===== src/rtl/rot_pkg.sv =====
package rot_pkg;
  typedef enum logic {
    MODE_DWORD = 1'b0,
    MODE_WORD  = 1'b1
  } rot_mode_e;

  localparam int unsigned DEF_DATA_W = 64;
endpackage


===== src/rtl/rot_reset_sync.sv =====
module rot_reset_sync #(
  parameter int unsigned STAGES = 2
) (
  input  logic clk,
  input  logic rst_n,
  output logic rst_sync_n
);
  logic [STAGES-1:0] chain_q;
  logic [STAGES-1:0] chain_d;

  always_comb begin
    chain_d = {chain_q[STAGES-2:0], 1'b1};
  end

  always_ff @(posedge clk or negedge rst_n) begin
    if (!rst_n) chain_q <= '0;
    else        chain_q <= chain_d;
  end

  assign rst_sync_n = chain_q[STAGES-1];
endmodule


===== src/rtl/rot_word_fold.sv =====
module rot_word_fold
  import rot_pkg::*;
#(
  parameter int unsigned DATA_W = DEF_DATA_W
) (
  input  logic [DATA_W-1:0] src,
  input  rot_mode_e         mode,
  output logic [DATA_W-1:0] folded
);
  localparam int unsigned HALF_W = DATA_W / 2;

  always_comb begin
    if (mode == MODE_WORD) folded = {src[HALF_W-1:0], src[HALF_W-1:0]};
    else                   folded = src;
  end
endmodule


===== src/rtl/rot_barrel.sv =====
module rot_barrel #(
  parameter int unsigned DATA_W = 64,
  parameter int unsigned AMT_W  = $clog2(DATA_W)
) (
  input  logic [DATA_W-1:0] src,
  input  logic [AMT_W-1:0]  amt,
  output logic [DATA_W-1:0] rotated
);
  logic [DATA_W-1:0] stage [AMT_W+1];

  assign stage[0] = src;

  for (genvar k = 0; k < AMT_W; k++) begin : g_stage
    localparam int unsigned SH = 1 << k;
    logic [DATA_W-1:0] turned;
    assign turned = {stage[k][DATA_W-1-SH:0], stage[k][DATA_W-1:DATA_W-SH]};
    assign stage[k+1] = amt[k] ? turned : stage[k];
  end

  assign rotated = stage[AMT_W];
endmodule


===== src/rtl/rot_unit.sv =====
module rot_unit
  import rot_pkg::*;
#(
  parameter int unsigned DATA_W = DEF_DATA_W,
  parameter int unsigned AMT_W  = $clog2(DATA_W)
) (
  input  logic              clk,
  input  logic              rst_n,
  input  logic              in_valid,
  input  logic              in_word,
  input  logic [AMT_W-1:0]  in_amt,
  input  logic [DATA_W-1:0] in_data,
  output logic              out_valid,
  output logic [DATA_W-1:0] out_data
);
  logic              rst_sync_n;
  rot_mode_e         mode;
  logic [DATA_W-1:0] folded;
  logic [DATA_W-1:0] rotated;
  logic [DATA_W-1:0] data_d, data_q;
  logic              valid_d, valid_q;

  assign mode = rot_mode_e'(in_word);

  rot_reset_sync #(.STAGES(2)) u_rst (
    .clk(clk), .rst_n(rst_n), .rst_sync_n(rst_sync_n)
  );

  rot_word_fold #(.DATA_W(DATA_W)) u_fold (
    .src(in_data), .mode(mode), .folded(folded)
  );

  rot_barrel #(.DATA_W(DATA_W), .AMT_W(AMT_W)) u_rot (
    .src(folded), .amt(in_amt), .rotated(rotated)
  );

  always_comb begin
    data_d  = in_valid ? rotated : data_q;
    valid_d = in_valid;
  end

  always_ff @(posedge clk) begin
    data_q <= data_d;
  end

  always_ff @(posedge clk or negedge rst_sync_n) begin
    if (!rst_sync_n) valid_q <= 1'b0;
    else             valid_q <= valid_d;
  end

  assign out_valid = valid_q;
  assign out_data  = data_q;
endmodule


===== config.mk =====
export PLATFORM = sky130hd
export DESIGN_NAME = rot_unit
export DESIGN_NICKNAME = d
export VERILOG_FILES = /design/src/rtl/rot_pkg.sv /design/src/rtl/rot_reset_sync.sv /design/src/rtl/rot_word_fold.sv /design/src/rtl/rot_barrel.sv /design/src/rtl/rot_unit.sv
export SDC_FILE = /design/constraint.sdc
export NUM_CORES = 1
export LEC_CHECK = 0
export ABC_AREA = 1
export ABC_CLOCK_PERIOD_IN_PS = 800
export BUFFER_PORTS_ARGS = -buffer_cell sky130_fd_sc_hd__buf_2
export CORE_AREA = 10 10 121 123
export CTS_CLUSTER_SIZE = 12
export DETAILED_ROUTE_END_ITERATION = 7
export DIE_AREA = 0 0 131 133
export GPL_TIMING_DRIVEN = 0
export PLACE_DENSITY = 0.81
export SYNTH_ARGS = -nofsm -noshare
export SYNTH_HDL_FRONTEND = slang
export SYNTH_SLANG_ARGS = --single-unit

===== constraint.sdc =====
create_clock -name clk -period 0.8 [get_ports clk]
set_input_delay 0.08 -clock clk [delete_from_list [all_inputs] [get_ports clk]]
set_output_delay 0.08 -clock clk [all_outputs]
set_load 0.02 [all_outputs]

==> results of run 1 <==
-- cells by family after synthesis --
group,count (synthesis),synth area share (%)
compound gates,35,2.895
buf+inv,96,5.901
flops,67,29.43
other cells,1,0.05527
simple gates,903,61.72
-- through the flow --
step                      setup TNS (ns)  worst slack [ns]  hold slack (ns)  utilization, %  instance area [µm²]
after floorplan                   -29.13           -0.4582          -0.2156               -                 7091
after global placement           -112.32            -1.162          -0.1344           64.64                 7991
after detailed placement         -117.77            -1.191          -0.1341           64.64                 7991
after CTS                         -34.84           -0.4501         0.008503           89.00                11000
-- cell usage after synthesis, drive strengths merged --
master  instances
buf            53
clkbuf         32
conb            1
dfrtp           3
edfxtp         64
inv            11
nand2         292
nand3         584
o211ai          4
o21ai          31
or2            27
-- timing repair --
item / in CTS
endpoints found under the hold margin: 2
setup endpoints to repair: 194
gates cloned: 3
pin swaps: 143
hold buffers: 1
resized for setup: 622
buffers inserted: 1
==> flow_summary.toml, run 1 <==
[outcome]
status = "did not finish"
lastStage = "global routing"
tool.error = "[ERROR DPL-0038] Utilization greater than 100%, impossible to legalize"

[die]
die_y_um = 133
initial_core_util_pct = 54.88
row_count = 41
chipWidth_um = 131
ios = 139

[sta]
grt_worst_setup_endpoint = "out_data[29]$_DFFE_PP_/D"
endpoint_type = "sequential cell input"

[synth]
synth_cells = 1102
ys_types = 18
synth_nets = 1176
synth_top_area_share_pct = 43.08
syn_area_um2 = 6785
syn_area_per_cell_um2 = 6.157
synth-seq-area-share_pct = 29.43
synth_seq_cells = 67
synthTopCellsByArea = "nand3_1 (43%), edfxtp_1 (28%), nand2_1 (16%)"
yosysTopAreaCell = "nand3_1"
yosysWarnings = 0

[placed_design]
dp_hpwl_um = 26640
dp.cells = 1411
gp_congestion = 1.251
portBuffers = 137

[cts]
cts_made_buffers = 9
cts.path.max_buffers = 2
cts.sinks = 67
htreeDepth = 3
cts-root-buf = "clkbuf_16"

[global_routing]
grt_max_degree = 66
==> inputs of run 2 (changes only) <==
--- a/config.mk
+++ b/config.mk
@@ -8,12 +8,11 @@
 export ABC_AREA = 1
 export ABC_CLOCK_PERIOD_IN_PS = 800
 export BUFFER_PORTS_ARGS = -buffer_cell sky130_fd_sc_hd__buf_2
-export CORE_AREA = 10 10 121 123
-export CTS_CLUSTER_SIZE = 12
+export CORE_AREA = 10 10 142 144
 export DETAILED_ROUTE_END_ITERATION = 7
-export DIE_AREA = 0 0 131 133
+export DIE_AREA = 0 0 152 154
 export GPL_TIMING_DRIVEN = 0
-export PLACE_DENSITY = 0.81
+export PLACE_DENSITY_LB_ADDON = 0.15
 export SYNTH_ARGS = -nofsm -noshare
 export SYNTH_HDL_FRONTEND = slang
 export SYNTH_SLANG_ARGS = --single-unit
==> flow_summary.toml, run 2 <==
[outcome]
status = "complete, but fails checks"
violations = "negative setup slack"

[global_routing]
grt_overflow = 0
antenna_found_initial = 1
grt_pass1_vias = 9555
grt_pass1_wl_um = 58590
grt_max_degree = 66
track_usage_pct = 31.96

[synth]
synth_ff_type = "edfxtp_1"
synth_seq_cells = 67
synthTopCellsByArea = "nand3_1 (43%), edfxtp_1 (28%), nand2_1 (16%)"
syn_area_per_cell_um2 = 6.157
synth_cells = 1102
synth-seq-area-share_pct = 29.43
synth.most_common_cell = "nand3_1"
async_flop_share_pct = 4.478
synth_edf_count = 64
yosysTopAreaCell = "nand3_1"
synth_nets = 1176
synth_common_cells = "nand3_1 (584), nand2_1 (292), edfxtp_1 (64)"
yosysWarnings = 0
syn_area_um2 = 6785
synth_top_area_share_pct = 43.08
ys_types = 18

[critical_path]
crit_path_start_kind = "input port"
crit_path_max_fanout = 5
arrival_ns = 1.42
reg2reg_depth = 0
cp.required_ns = 0.89
max_stage_delay_ns = 0.22
critPathKind = "in -> reg"
reg2reg_slack_ns = 0.32
crit_path_cell_trace = "buf_12 -> clkbuf_16 -> or2_1 -> o21ai_2 -> nand2_2 -> nand3_2 -> nand3_2 -> nand2_2 -> nand2_2 -> nand3_2 -> nand2_2"
worstSetupEndpointType = "register"
crit_top_cell = "nand2_2"
slowest_stage = "or2_1"

[sta]
worst_slack_ns = -0.5311
rsz0062_at_grt = "true"
post-route-period-util_pct = 166.4
fin_skew_ns = 0.0009778
worst_slew_pin_slew_ns = 1.044
slew-limit-headroom_pct = 30.42
setup_viol = 129
fin_crit_ns = 1.331
holdWs_ns = 0.01402
fmaxAchievable_mhz = 751.3
hold_viol = 0
slew_violations = 0

[detailed_routing]
drt-initial-drc-count = 1161
vias_per_cell = 6.788
drt-pass1-iter-count = 5
via_count = 10110
ant_nets = 0
wire_per_inst_um = 27.95
remaining_drc_errors = 0
routed_wl_um = 41640

[cts]
cts_made_buffers = 9
cts.sinks = 67
cts_tree = "built"
cts.path.max_buffers = 2
clk_latency_ns = 0.35
clk_pin_slew_ns = 0.06
htreeDepth = 3
cts-root-buf = "clkbuf_16"

[finish]
mostFrequentLayoutCell = "nand3_2"
fin_util_pct = 75.40
layout-drive-gt1-share_pct = 74.31
finalNetCount = 1334
design_area_um2 = 12950
antennaDiodeCount = 0
largest_register_ffs = 64
area_growth_pct = 90.87
fill_cells = 1315
layout_common_cells = "nand3_2 (363), nand2_2 (150), nand3_1 (121)"

[die]
die_area_um2 = 23410
die_y_um = 154
row_count = 48
core_area_um2 = 17180
chipWidth_um = 152
ios = 139
initial_core_util_pct = 39.50

[run]
cap_violations = 0

[power]
power.density_nw_per_um2 = 1374
finalPower_w = 0.01779
max-vdd-ir-drop_mv = 1.496
p_leak_nw = 5.476

[placed_design]
gp_congestion = 1.071
portBuffers = 137
dpl_worst_slack_ns = -1.310
dp_hpwl_um = 30710
placed_area_um2 = 8058

[hold_path]
hold_path_class = "reg -> async"
-- run 2: kinds of logic (layout without fill, tap and decap cells) --
logic type             Yosys count  count (layout)  share of synthesized area, %
DFF                             67              67                         29.43
other                            1               1                       0.05527
and+or+nand+nor                903             903                         61.72
AOI/OAI and AO/OA               35              35                         2.895
buffers and inverters           96             259                         5.901
-- run 2: final cells by class --
class / instances / area [µm²] / area share (%)
Multi-Input combinational cell: 939 / 8348 / 64.46
Clock inverter: 7 / 76.32 / 0.5893
Tap cell: 225 / 281.5 / 2.174
Sequential cell: 67 / 1997 / 15.42
Timing Repair Buffer: 147 / 1149 / 8.869
Buffer: 85 / 815.8 / 6.299
Clock buffer: 9 / 225.2 / 1.739
Inverter: 11 / 58.81 / 0.4541
-- run 2: layer usage --
metal  GRT usage (%)  part of all wire (%)  wire [µm]  up-vias
met4           12.43                   5.5       2309        0
met2           51.55                    46      19270      692
met1           38.78                    37      15590     4969
li1                -                     -          -     4269
met5               0                     0          0        -
met3           10.21                    11       4473      184
-- run 2: worst max-delay path: cells and delay by family --
family                 cells  cell delay [ns]
and+or+nand+nor            8             0.95
buffers and inverters      2             0.28
AOI/OAI and AO/OA          1             0.10
-- run 2: report_power, final --
group	total (W)	internal, W	leakage, nW	switching, W
combinational	0.00920	0.00321	4.67	0.00599
sequential	0.00456	0.00439	0.661	0.000167
clock	0.00404	0.00243	0.142	0.00161
total	0.0178	0.0100	5.48	0.00777
-- run 2: what timing repair did --
item                                    in CTS  in global routing
buffers inserted                             2                  2
pin swaps                                  112                116
hold buffers                                 1                  0
endpoints found under the hold margin        2                  0
gates cloned                                 4                  1
gates resized for setup                    666                356
endpoints found under the setup margin     194                181
-- run 2: per-stage QoR --
step | instances | TNS, ns
2_1_floorplan | 1102 | -29.13
3_3_place_gp | 1464 | -122.62
3_5_place_dp | 1464 | -128.57
4_1_cts | 1487 | -36.87
5_1_grt | 1490 | -44.11
6_report | 1490 | -40.74
-- run 2: path summary, 6_finish.rpt --
kind                                       startpoint                         end
setup reg to reg           u_rst.chain_q[0]$_DFF_PN0_  u_rst.chain_q[1]$_DFF_PN0_
min in group clk                             in_valid         out_valid$_DFF_PN0_
max in group asynchronous                       rst_n  u_rst.chain_q[0]$_DFF_PN0_
setup / recovery                            in_amt[0]      out_data[41]$_DFFE_PP_
hold reg to reg            u_rst.chain_q[1]$_DFF_PN0_         out_valid$_DFF_PN0_
hold / removal             u_rst.chain_q[1]$_DFF_PN0_         out_valid$_DFF_PN0_
(Power assumes the default switching activity.)
==> inputs of run 3 (changes only) <==
==> constraint.sdc (replaced) <==
create_clock -name clk -period 0.8 [get_ports clk]
set_input_delay 0.08 -clock clk [delete_from_list [all_inputs] [get_ports clk]]
set_output_delay 0.08 -clock clk [all_outputs]
set_load 0.1 [all_outputs]
==> flow_summary.toml, run 3 (synthesis gave the netlist of run 2 again) <==
[cts]
cts_made_buffers = 9
htreeDepth = 3
cts_tree = "built"
clk_latency_ns = 0.34
cts-root-buf = "clkbuf_16"
cts.sinks = 67
clk_pin_slew_ns = 0.06
cts.path.max_buffers = 2

[global_routing]
grt_pass1_vias = 9455
antenna_found_initial = 0
track_usage_pct = 30.43
grt_max_degree = 66
grt_pass1_wl_um = 56200
grt_overflow = 0

[finish]
mostFrequentLayoutCell = "nand3_2"
antennaDiodeCount = 0
design_area_um2 = 12950
layout_common_cells = "nand3_2 (356), nand2_1 (137), nand3_1 (134)"
layout-drive-gt1-share_pct = 71.56
largest_register_ffs = 64
fin_util_pct = 75.42
finalNetCount = 1335
stdcell_count = 1491
area_growth_pct = 90.91

[detailed_routing]
drt-pass1-iter-count = 6
wire_per_inst_um = 27.38
routed_wl_um = 40820
drt-initial-drc-count = 1297
via_count = 10190
ant_nets = 0
vias_per_cell = 6.834
remaining_drc_errors = 0

[critical_path]
regToRegStartpoint = "u_rst.chain_q[0]$_DFF_PN0_"
crit_path_max_fanout = 10
cp.required_ns = 0.90
arrival_ns = 1.56
timing.rr.end = "u_rst.chain_q[1]$_DFF_PN0_"
reg2reg_depth = 0
crit_path_start_kind = "input port"
critPathKind = "in -> reg"
reg2reg_slack_ns = 0.33
worstSetupEndpointType = "register"

[sta]
rsz0062_at_grt = "true"
holdWs_ns = 0.003062
fin_skew_ns = 0.0002759
slew_violations = 0
worst_slew_pin_slew_ns = 0.9218
hold_viol = 0
fmaxAchievable_mhz = 686.0
slew-limit-headroom_pct = 38.55
setup_viol = 129
fin_crit_ns = 1.458
worst_slack_ns = -0.6578
post-route-period-util_pct = 182.2

[placed_design]
gp_congestion = 1.091
dp.cells = 1464
placed_area_um2 = 8059
portBuffers = 137
dp_hpwl_um = 30050

[outcome]
violations = "negative setup slack"
status = "complete, but fails checks"

[die]
core_area_um2 = 17180
initial_core_util_pct = 39.50
row_count = 48
die_area_um2 = 23410
ios = 139
die_y_um = 154
chipWidth_um = 152

[power]
power.density_nw_per_um2 = 1573
max-vdd-ir-drop_mv = 1.396
finalPower_w = 0.02038
p_leak_nw = 5.538

[run]
cap_violations = 0

[hold_path]
hold_path_class = "reg -> async"
==> run 3: metal layers <==
metal / up-vias / track usage (%) / part of all wire (%)
met5: - / 0 / 0
met3: 245 / 9.233 / 11
met4: 0 / 12.88 / 6.4
li1: 4267 / - / -
met1: 4884 / 36.59 / 37
met2: 793 / 49.38 / 46
==> run 3: worst max path at each step <==
stage | from | to | slack, ns | cells after the start
detailed placement | in_amt[0] | out_data[47]$_DFFE_PP_ | -1.29 | 11
CTS | in_amt[0] | out_data[1]$_DFFE_PP_ | -0.46 | 9
floorplan | in_word | out_data[11]$_DFFE_PP_ | -0.46 | 11
global placement | in_amt[0] | out_data[15]$_DFFE_PP_ | -1.29 | 11
global route | in_amt[0] | out_data[58]$_DFFE_PP_ | -0.66 | 10
finish | in_amt[0] | out_data[58]$_DFFE_PP_ | -0.66 | 10
==> run 3: per-stage QoR <==
step | TNS, ns | setup slack [ns]
2_1_floorplan | -40.91 | -0.4582
5_1_grt | -49.73 | -0.6607
6_report | -46.45 | -0.6578
3_3_place_gp | -123.11 | -1.292
4_1_cts | -49.79 | -0.4637
3_5_place_dp | -127.01 | -1.288
==> run 3: layout make-up <==
cell class | count | area [µm²]
Multi-Input combinational cell | 939 | 8193
Buffer | 85 | 800.8
Fill cell | 1256 | 4223
Sequential cell | 67 | 1998
Timing Repair Buffer | 148 | 1320
Clock inverter | 7 | 82.58
Tap cell | 225 | 281.5
Inverter | 11 | 52.55
Clock buffer | 9 | 225.2
==> run 3: worst max-delay path, cell delays in order <==
cell       delay [ns]
buf_16           0.13
inv_8            0.12
clkbuf_16        0.19
nand3_2          0.14
nand3_2          0.19
nand3_1          0.15
nand3_1          0.18
nand3_1          0.16
nand3_1          0.14
nand2_1          0.06
==> run 3: what timing repair did <==
item,in CTS,in global routing
hold buffers,1,0
gates cloned,1,6
resized for setup,528,543
pin swaps,92,104
setup buffers,1,2
hold endpoints to repair,2,0
setup endpoints to repair,194,181
==> run 3: report_power, final <==
group          leakage, nW  internal, W  switching, W
clock network        0.145      0.00247       0.00166
registers            0.660      0.00439      0.000196
logic                 4.73      0.00335       0.00831
==> inputs of run 4 (changes only) <==
--- a/config.mk
+++ b/config.mk
@@ -6,13 +6,12 @@
 export NUM_CORES = 1
 export LEC_CHECK = 0
 export ABC_AREA = 1
-export ABC_CLOCK_PERIOD_IN_PS = 800
-export BUFFER_PORTS_ARGS = -buffer_cell sky130_fd_sc_hd__buf_2
+export BUFFER_PORTS_ARGS = -buffer_cell sky130_fd_sc_hd__buf_4
 export CORE_AREA = 10 10 142 144
 export DETAILED_ROUTE_END_ITERATION = 7
 export DIE_AREA = 0 0 152 154
 export GPL_TIMING_DRIVEN = 0
-export PLACE_DENSITY_LB_ADDON = 0.15
+export PLACE_DENSITY = 0.69
 export SYNTH_ARGS = -nofsm -noshare
 export SYNTH_HDL_FRONTEND = slang
 export SYNTH_SLANG_ARGS = --single-unit
==> flow_summary.toml, run 4 (synthesis gave the netlist of run 2 again) <==
[die]
die_y_um = 154
row_count = 48
chipWidth_um = 152
initial_core_util_pct = 39.50
die_area_um2 = 23410
ios = 139
core_area_um2 = 17180

[cts]
cts-root-buf = "clkbuf_16"
clk_pin_slew_ns = 0.06
cts.sinks = 67
cts_made_buffers = 9
cts_tree = "built"
cts.path.max_buffers = 2
htreeDepth = 3
clk_latency_ns = 0.34

[finish]
fin_util_pct = 71.88
area_growth_pct = 81.95
finalNetCount = 1335
largest_register_ffs = 64
mostFrequentLayoutCell = "nand3_2"
layout-drive-gt1-share_pct = 64.45
antennaDiodeCount = 0
layout_common_cells = "nand3_2 (330), nand3_1 (212), nand2_1 (147)"
design_area_um2 = 12350
fill_cells = 1352

[global_routing]
busiest_layer = "met2"
met1_usage_pct = 39.72
grt_pass1_vias = 9002
track_usage_pct = 31.97
grt_util_met3_pct = 7.364
grt_max_degree = 66
antenna_found_initial = 0
use_met2_pct = 51.60
grt_overflow = 0
grt_pass1_wl_um = 57770

[detailed_routing]
drt-pass1-iter-count = 8
drt-initial-drc-count = 1442
remaining_drc_errors = 0
routed_wl_um = 42610
via_count = 10000
wire_per_inst_um = 28.58
vias_per_cell = 6.709
ant_nets = 0

[sta]
rsz0062_at_grt = "true"
fin_crit_ns = 1.406
worst_slack_ns = -0.6061
worst_slew_pin_slew_ns = 0.9012
holdWs_ns = 0.009465
post-route-period-util_pct = 175.8
setup_viol = 129
fin_skew_ns = 0.001360
slew-limit-headroom_pct = 39.92
slew_violations = 0
hold_viol = 0
fmaxAchievable_mhz = 711.2
setup_tns_ns = -47.04

[placed_design]
placed_area_um2 = 8402
dp_hpwl_um = 31730
portBuffers = 137
dpl_worst_slack_ns = -1.452
gp_congestion = 1.019

[critical_path]
cp.required_ns = 0.90
reg2reg_depth = 0
crit_path_max_fanout = 10
arrival_ns = 1.50
regToRegStartpoint = "u_rst.chain_q[0]$_DFF_PN0_"
critPathKind = "in -> reg"
startpoint = "in_amt[0]"
crit_path_start_kind = "input port"
worstSetupEndpointType = "register"

[outcome]
status = "complete, but fails checks"
violations = "negative setup slack"

[power]
max-vdd-ir-drop_mv = 1.743
power.density_nw_per_um2 = 1684
p_leak_nw = 5.371

[run]
cap_violations = 0

[hold_path]
hold_path_class = "reg -> async"
run 4: what timing repair did:
| action | in CTS | in global routing |
|---|---|---|
| pin swaps | 34 | 121 |
| hold buffers | 1 | 0 |
| buffers inserted | 2 | 1 |
| gates resized for setup | 305 | 513 |
| endpoints found under the setup margin | 129 | 129 |
| cloned | 1 | 6 |
| endpoints found under the hold margin | 2 | 0 |
run 4: final cells by class:
type | count | area (µm²) | share of cell area (%)
Buffer | 85 | 734.5 | 5.949
Multi-Input combinational cell | 939 | 7408 | 60.01
Timing Repair Buffer | 148 | 1504 | 12.18
Clock inverter | 6 | 137.6 | 1.115
Clock buffer | 10 | 229.0 | 1.855
Tap cell | 225 | 281.5 | 2.280
Inverter | 11 | 52.55 | 0.4257
Sequential cell | 67 | 1998 | 16.19
run 4: worst paths after layout:
path,endpoint,slack (ns)
min reg2reg,out_valid$_DFF_PN0_,0.009
max,out_data[27]$_DFFE_PP_,-0.61
max in group asynchronous,u_rst.chain_q[0]$_DFF_PN0_,0.65
min in group clk,out_data[0]$_DFFE_PP_,0.24
min,out_valid$_DFF_PN0_,0.009
max reg2reg,u_rst.chain_q[1]$_DFF_PN0_,0.31
run 4: power breakdown:
| group | total, W | internal (W) | switching, W |
|---|---|---|---|
| Clock | 0.00488 | 0.00337 | 0.00150 |
| Combinational | 0.0113 | 0.00324 | 0.00808 |
| Sequential | 0.00460 | 0.00440 | 0.000201 |
| Total | 0.0208 | 0.0110 | 0.00978 |
run 4: stage by stage:
| stage | std cells | power, W |
|---|---|---|
| 3_5_place_dp | 1464 | 0.01311 |
| 4_1_cts | 1484 | 0.01890 |
| 5_1_grt | 1491 | 0.02134 |
| 6_report | 1491 | 0.02079 |
| 3_3_place_gp | 1464 | 0.01309 |
| 2_1_floorplan | 1102 | 0.01056 |
run 4: worst max-delay path, cell delays in order:
cell,delay (ns)
clkbuf_16,0.11
buf_8,0.12
buf_6,0.17
nand3_1,0.15
nand3_1,0.16
nand3_2,0.21
nand3_2,0.16
nand3_1,0.13
nand3_1,0.14
nand2_1,0.06
run 4: per-layer routing:
| metal | wire length (µm) | share of wire (%) |
|---|---|---|
| met1 | 15730 | 37 |
| met2 | 19990 | 47 |
| met3 | 4499 | 11 |
| met4 | 2390 | 5.6 |
| met5 | 0 | 0 |
